`src/rtl/lck_pkg.sv`:
```
package lck_pkg;

  typedef enum logic [1:0] {
    EDGE_RISE = 2'd0,
    EDGE_FALL = 2'd1,
    EDGE_BOTH = 2'd2
  } edge_sel_e;

  localparam int unsigned REG_W   = 16;
  localparam int unsigned EN_BIT  = 6;
  localparam int unsigned MON_BIT = 7;
  localparam int unsigned VEC_W   = 9;
  localparam int unsigned LVL_W   = 3;

  localparam logic [VEC_W-1:0] TICK_VECTOR = 9'o100;
  localparam logic [LVL_W-1:0] TICK_LEVEL  = 3'd6;

endpackage

```
`src/rtl/lck_rst_sync.sv`:
```
module lck_rst_sync #(
  parameter int unsigned DEPTH = 2
) (
  input  logic clk,
  input  logic rst_n,
  output logic rst_sync_n
);

  logic [DEPTH-1:0] chain_q;
  logic [DEPTH-1:0] chain_d;

  always_comb begin
    chain_d = {chain_q[DEPTH-2:0], 1'b1};
  end

  always_ff @(posedge clk or negedge rst_n) begin
    if (!rst_n) begin
      chain_q <= '0;
    end else begin
      chain_q <= chain_d;
    end
  end

  assign rst_sync_n = chain_q[DEPTH-1];

endmodule

```
`src/rtl/lck_sync_edge.sv`:
```
module lck_sync_edge
  import lck_pkg::*;
#(
  parameter edge_sel_e   EDGE   = EDGE_RISE,
  parameter int unsigned STAGES = 2
) (
  input  logic clk,
  input  logic rst_n,
  input  logic raw_in,
  output logic tick
);

  logic [STAGES-1:0] meta_q;
  logic [STAGES-1:0] meta_d;
  logic              last_q;
  logic              last_d;
  logic              level;

  assign level = meta_q[STAGES-1];

  always_comb begin
    meta_d = {meta_q[STAGES-2:0], raw_in};
    last_d = level;
  end

  always_ff @(posedge clk or negedge rst_n) begin
    if (!rst_n) begin
      meta_q <= '0;
      last_q <= 1'b0;
    end else begin
      meta_q <= meta_d;
      last_q <= last_d;
    end
  end

  generate
    if (EDGE == EDGE_RISE) begin : g_rise
      assign tick = level & ~last_q;
    end else if (EDGE == EDGE_FALL) begin : g_fall
      assign tick = ~level & last_q;
    end else begin : g_both
      assign tick = level ^ last_q;
    end
  endgenerate

endmodule

```
`src/rtl/lck_csr.sv`:
```
module lck_csr
  import lck_pkg::*;
#(
  parameter int unsigned       ADDR_W   = 18,
  parameter logic [ADDR_W-1:0] CSR_ADDR = 18'o777546
) (
  input  logic              clk,
  input  logic              rst_n,
  input  logic [ADDR_W-1:0] addr,
  input  logic              rd,
  input  logic              wr,
  input  logic [1:0]        be,
  input  logic [REG_W-1:0]  wdata,
  input  logic              tick,
  output logic [REG_W-1:0]  rdata,
  output logic              en_q,
  output logic              en_next,
  output logic              mon_q,
  output logic              wr_lo
);

  logic hit;
  logic en_ce;
  logic mon_ce;
  logic mon_next;
  logic unused_bits;

  // word decode: the byte-select address bit is ignored
  assign hit   = (addr[ADDR_W-1:1] == CSR_ADDR[ADDR_W-1:1]);
  assign wr_lo = wr & hit & be[0];

  assign unused_bits = ^{addr[0], be[1], wdata[REG_W-1:MON_BIT+1], wdata[EN_BIT-1:0]};

  always_comb begin
    en_ce    = wr_lo;
    en_next  = en_ce ? wdata[EN_BIT] : en_q;
    mon_ce   = tick | wr_lo;
    if (tick) begin
      mon_next = 1'b1;
    end else if (wr_lo && !wdata[MON_BIT]) begin
      mon_next = 1'b0;
    end else begin
      mon_next = mon_q;
    end
  end

  always_ff @(posedge clk or negedge rst_n) begin
    if (!rst_n) begin
      en_q <= 1'b0;
    end else if (en_ce) begin
      en_q <= en_next;
    end
  end

  always_ff @(posedge clk or negedge rst_n) begin
    if (!rst_n) begin
      mon_q <= 1'b0;
    end else if (mon_ce) begin
      mon_q <= mon_next;
    end
  end

  always_comb begin
    rdata = '0;
    if (rd && hit) begin
      rdata[EN_BIT]  = en_q;
      rdata[MON_BIT] = mon_q;
    end
  end

endmodule

```
`src/rtl/lck_irq.sv`:
```
module lck_irq
  import lck_pkg::*;
#(
  parameter logic [VEC_W-1:0] VECTOR = TICK_VECTOR,
  parameter logic [LVL_W-1:0] LEVEL  = TICK_LEVEL
) (
  input  logic             clk,
  input  logic             rst_n,
  input  logic             tick,
  input  logic             en_next,
  input  logic             grant,
  output logic             req,
  output logic [VEC_W-1:0] vector,
  output logic [LVL_W-1:0] level
);

  logic req_q;
  logic req_d;

  always_comb begin
    req_d = en_next & (tick | (req_q & ~grant));
  end

  always_ff @(posedge clk or negedge rst_n) begin
    if (!rst_n) begin
      req_q <= 1'b0;
    end else begin
      req_q <= req_d;
    end
  end

  assign req    = req_q;
  assign vector = (grant && req_q) ? VECTOR : '0;
  assign level  = LEVEL;

endmodule

```
`src/rtl/lineclk_irq_ctrl.sv`:
```
module lineclk_irq_ctrl
  import lck_pkg::*;
#(
  parameter int unsigned       ADDR_W      = 18,
  parameter logic [ADDR_W-1:0] CSR_ADDR    = 18'o777546,
  parameter edge_sel_e         TICK_EDGE   = EDGE_RISE,
  parameter int unsigned       SYNC_STAGES = 2,
  parameter int unsigned       RST_STAGES  = 2
) (
  input  logic              clk,
  input  logic              rst_n,
  input  logic              line_clk_raw,
  input  logic [ADDR_W-1:0] bus_addr,
  input  logic              bus_rd,
  input  logic              bus_wr,
  input  logic [1:0]        bus_be,
  input  logic [REG_W-1:0]  bus_wdata,
  output logic [REG_W-1:0]  bus_rdata,
  output logic              irq_req,
  input  logic              irq_grant,
  output logic [VEC_W-1:0]  irq_vector,
  output logic [LVL_W-1:0]  irq_level
);

  logic rst_int_n;
  logic tick_w;
  logic en_q_w;
  logic en_next_w;
  logic mon_q_w;
  logic wr_lo_w;

  lck_rst_sync #(.DEPTH(RST_STAGES)) u_rst (
    .clk        (clk),
    .rst_n      (rst_n),
    .rst_sync_n (rst_int_n)
  );

  lck_sync_edge #(.EDGE(TICK_EDGE), .STAGES(SYNC_STAGES)) u_edge (
    .clk    (clk),
    .rst_n  (rst_int_n),
    .raw_in (line_clk_raw),
    .tick   (tick_w)
  );

  lck_csr #(.ADDR_W(ADDR_W), .CSR_ADDR(CSR_ADDR)) u_csr (
    .clk     (clk),
    .rst_n   (rst_int_n),
    .addr    (bus_addr),
    .rd      (bus_rd),
    .wr      (bus_wr),
    .be      (bus_be),
    .wdata   (bus_wdata),
    .tick    (tick_w),
    .rdata   (bus_rdata),
    .en_q    (en_q_w),
    .en_next (en_next_w),
    .mon_q   (mon_q_w),
    .wr_lo   (wr_lo_w)
  );

  lck_irq #(.VECTOR(TICK_VECTOR), .LEVEL(TICK_LEVEL)) u_irq (
    .clk     (clk),
    .rst_n   (rst_int_n),
    .tick    (tick_w),
    .en_next (en_next_w),
    .grant   (irq_grant),
    .req     (irq_req),
    .vector  (irq_vector),
    .level   (irq_level)
  );

endmodule

```
`config.mk`:
```
export PLATFORM = sky130hd
export DESIGN_NAME = lineclk_irq_ctrl
export DESIGN_NICKNAME = d
export VERILOG_FILES = /design/src/rtl/lck_pkg.sv /design/src/rtl/lck_rst_sync.sv /design/src/rtl/lck_sync_edge.sv /design/src/rtl/lck_csr.sv /design/src/rtl/lck_irq.sv /design/src/rtl/lineclk_irq_ctrl.sv
export SDC_FILE = /design/constraint.sdc
export NUM_CORES = 1
export LEC_CHECK = 0
export ABC_AREA = 0
export BUFFER_PORTS_ARGS = -buffer_cell sky130_fd_sc_hd__buf_2
export CAP_MARGIN = 40
export CORE_UTILIZATION = 28
export DETAILED_ROUTE_END_ITERATION = 16
export GPL_ROUTABILITY_DRIVEN = 0
export PLACE_DENSITY = 0.74
export SYNTH_ARGS = -nofsm -noshare
export SYNTH_HDL_FRONTEND = slang
export SYNTH_HIERARCHICAL = 1
export SYNTH_SLANG_ARGS = --single-unit
```
`constraint.sdc`:
```
create_clock -name clk -period 0.9 [get_ports clk]
set_input_delay 0.135 -clock clk [delete_from_list [all_inputs] [get_ports clk]]
set_output_delay 0.135 -clock clk [all_outputs]
set_load 0.05 [all_outputs]
```
==> results.toml <==
[power_and_ir_drop]
power.share.sequential = 0.402
part_of_the_power_in_the_clock_network = 0.270
p_leak_uw = 0.000411
ir_drop_v = 0.000889
power_switching_uw = 368
internal_portion_of_total_power_uw = 579
powerDensity_nw_per_um2 = 1240
netSwitchingFraction = 0.388
power.combinational.fraction = 0.328
p_total_uw = 947

[clocking]
worst_skew_pair.late_latency_ns = 0.24
clock_path_buffers = 2
worst_setup_hold_path_clk_slew_ns = 0.05
clock_tree.htree_level_count = 1
cts-buffers-inserted = 3
clock_tree_from_tritoncts = "yes"
cts-root-buf = "sky130_fd_sc_hd__clkbuf_4"
clkSinkCount = 8

[grt]
groute.usage.overall = 0.102
grt_max_degree = 7
first_global_vias = 408
antenna_found_initial = 0
first_pass_grt_wire_length_um = 1490
grt_overflow = 0

[worst_setup_path]
top_fanout_value_on_the_critical_path = 2
critPathLaunchType = "input port"
worst-endpoint-arrival_ns = 1.45
cp_data_required_time_ns = 1.03
cp-end-kind = "register"
path_class = "input port to register"

[finish]
n_fill_cell = 197
mostFrequentLayoutCells = "26 x sky130_fd_sc_hd__conb_1, 24 x sky130_fd_sc_hd__buf_2, 8 x sky130_fd_sc_hd__dfrtp_1"
antenna_cells_inserted = 0
mostFrequentLayoutCell = "sky130_fd_sc_hd__conb_1"
final_core_util = 0.419
finish.net_count = 135
fraction_of_final_layout_cells_with_drive_strength_greater_than_1 = 0.484
syn2layout_area_growth_pct = 34.1

[floorplan]
top_level_pins = 71
floorplan.core_area_um2 = 1820
start_util = 0.312
chipHeight_um = 47.0
rows = 15
fp.dieArea_um2 = 2210
chipWidth_um = 47.0

[logic_synthesis]
yosysSeqAreaShare = 0.352
synth_cell_types = 18
syn_area_um2 = 568
syn_inst = 57
synth_seq_cells = 8
syn-mean-instance-area_um2 = 9.97
synth_warnings = 6

[drt]
drt_iter0_markers = 1
wl_per_cell_um = 7.52
final_antenna_net_count = 0
drt_wl_total_um = 872
drt_first_pass_iters = 2
post_route_drc_violation_count = 0
route.vias.total = 421
vias_per_cell = 3.63

[flow_run]
max_cap_viol_count = 0

[timing]
slew_violations = 0
rsz0062_at_grt = "yes"
final_cycle_utilization_of_the_critical_path = 1.46
min_period_ns = 1.32
hold_violations = 0
finalSetupViolations = 7
maximum_clock_frequency_ghz = 0.759
final.setup_skew_ns = 0.00325
fin_ws_ns = -0.418

[place]
i_o_buffers = 29
place_hpwl_um = 786

[outcome]
violations = "setup timing"
run_status = "finished with violations"

[min_path]
hold_path_class = "register to asynchronous set/reset pin"
## registers in the layout, summed over array words and instances, names as in the netlist
signal         count
u_edge/meta_q      2
u_rst/chain_q      2
u_csr/en_q         1
u_csr/mon_q        1
u_edge/last_q      1
u_irq/req          1
## path summary, 6_finish.rpt
| check | cells past startpoint | slack, ns | endpoint | startpoint |
|---|---|---|---|---|
| max | 7 | -0.42 | u_irq/req | bus_addr[7] |
| min | 0 | 0.09 | u_edge/last_q | u_rst/chain_q[1] |
| max reg2reg | 2 | 0.03 | u_irq/req | u_csr/en_q |
| min reg2reg | 0 | 0.09 | u_edge/last_q | u_rst/chain_q[1] |
| max in group asynchronous | 2 | 0.60 | u_rst/chain_q[0] | rst_n |
| min in group clk | 2 | 0.15 | u_csr/en_q | bus_wdata[6] |
## cell usage after synthesis
master / n / share of area
sky130_fd_sc_hd__a21o_1: 1 / 0.013
sky130_fd_sc_hd__and2_1: 2 / 0.022
sky130_fd_sc_hd__and2_2: 1 / 0.013
sky130_fd_sc_hd__and3_1: 1 / 0.011
sky130_fd_sc_hd__and4_4: 1 / 0.020
sky130_fd_sc_hd__buf_4: 25 / 0.33
sky130_fd_sc_hd__conb_1: 4 / 0.026
sky130_fd_sc_hd__dfrtp_1: 8 / 0.35
sky130_fd_sc_hd__mux2_4: 2 / 0.053
sky130_fd_sc_hd__nand2_1: 1 / 0.0066
sky130_fd_sc_hd__nand2_2: 1 / 0.011
sky130_fd_sc_hd__nand4_1: 2 / 0.022
sky130_fd_sc_hd__nand4b_1: 2 / 0.031
sky130_fd_sc_hd__nor2_1: 1 / 0.0066
sky130_fd_sc_hd__nor2b_1: 2 / 0.022
sky130_fd_sc_hd__nor2b_4: 1 / 0.024
sky130_fd_sc_hd__nor4_2: 1 / 0.022
sky130_fd_sc_hd__o21a_1: 1 / 0.013
## cell type report
class	instances	area [um^2]	share of cell area
flip-flops and latches	8	200	0.263
well taps	25	31.3	0.0411
repair buffers	34	230	0.302
multi-input cells	46	278	0.365
clock buffers	3	22.5	0.0296
## through the flow
stage                     worst slack (ns)  area, um^2  cells  hold slack [ns]  setup TNS (ns)
after floorplan                     -0.435         656     79           -0.161           -1.54
final                               -0.418         762    116           0.0871           -1.87
after global routing                -0.458         762    116            0.116           -2.18
after detailed placement            -0.661         652    109          -0.0788           -2.69
after CTS                           -0.490         754    115           0.0946           -2.20
after global placement              -0.574         652    109          -0.0796           -2.33
## routing by layer
layer	vias to the layer above	wire (um)	global-route usage
met4	0	0	0.0171
met2	26	500	0.206
li1	202	-	-
met5	-	0	0
met1	193	291	0.0784
met3	0	79	0.0692
## cell families (layout without fill, tap and decap cells)
group	count (synthesis)	after routing	synth area share
flops	8	8	0.352
compound gates	2	2	0.0264
mux	2	2	0.0529
buf+inv	25	37	0.330
other cells	4	26	0.0264
simple gates	16	16	0.211
## power by group through the flow
| stage | sequential (uW) | clock [uW] | combinational (uW) |
|---|---|---|---|
| floorplan | 385 | 0 | 325 |
| global placement | 386 | 0 | 294 |
| detailed placement | 387 | 0 | 297 |
| CTS | 381 | 268 | 310 |
| global route | 382 | 297 | 329 |
| finish | 381 | 255 | 311 |
## what timing repair did
action                                  4_1_cts  5_1_grt
endpoints found under the hold margin         3        0
resized for setup                            14        0
endpoints found under the setup margin        7        7
hold buffers                                  2        0
setup buffers                                 1        1
pin swaps                                     5        2
## worst max-delay path, stage by stage
cell and delay (ns):
sky130_fd_sc_hd__buf_6 0.09, sky130_fd_sc_hd__nand4b_1 0.21, sky130_fd_sc_hd__nor4_4 0.26, sky130_fd_sc_hd__buf_4 0.15, sky130_fd_sc_hd__and4_4 0.21, sky130_fd_sc_hd__mux2_4 0.29, sky130_fd_sc_hd__o21a_1 0.10
Power figures use the tool's default switching activity.
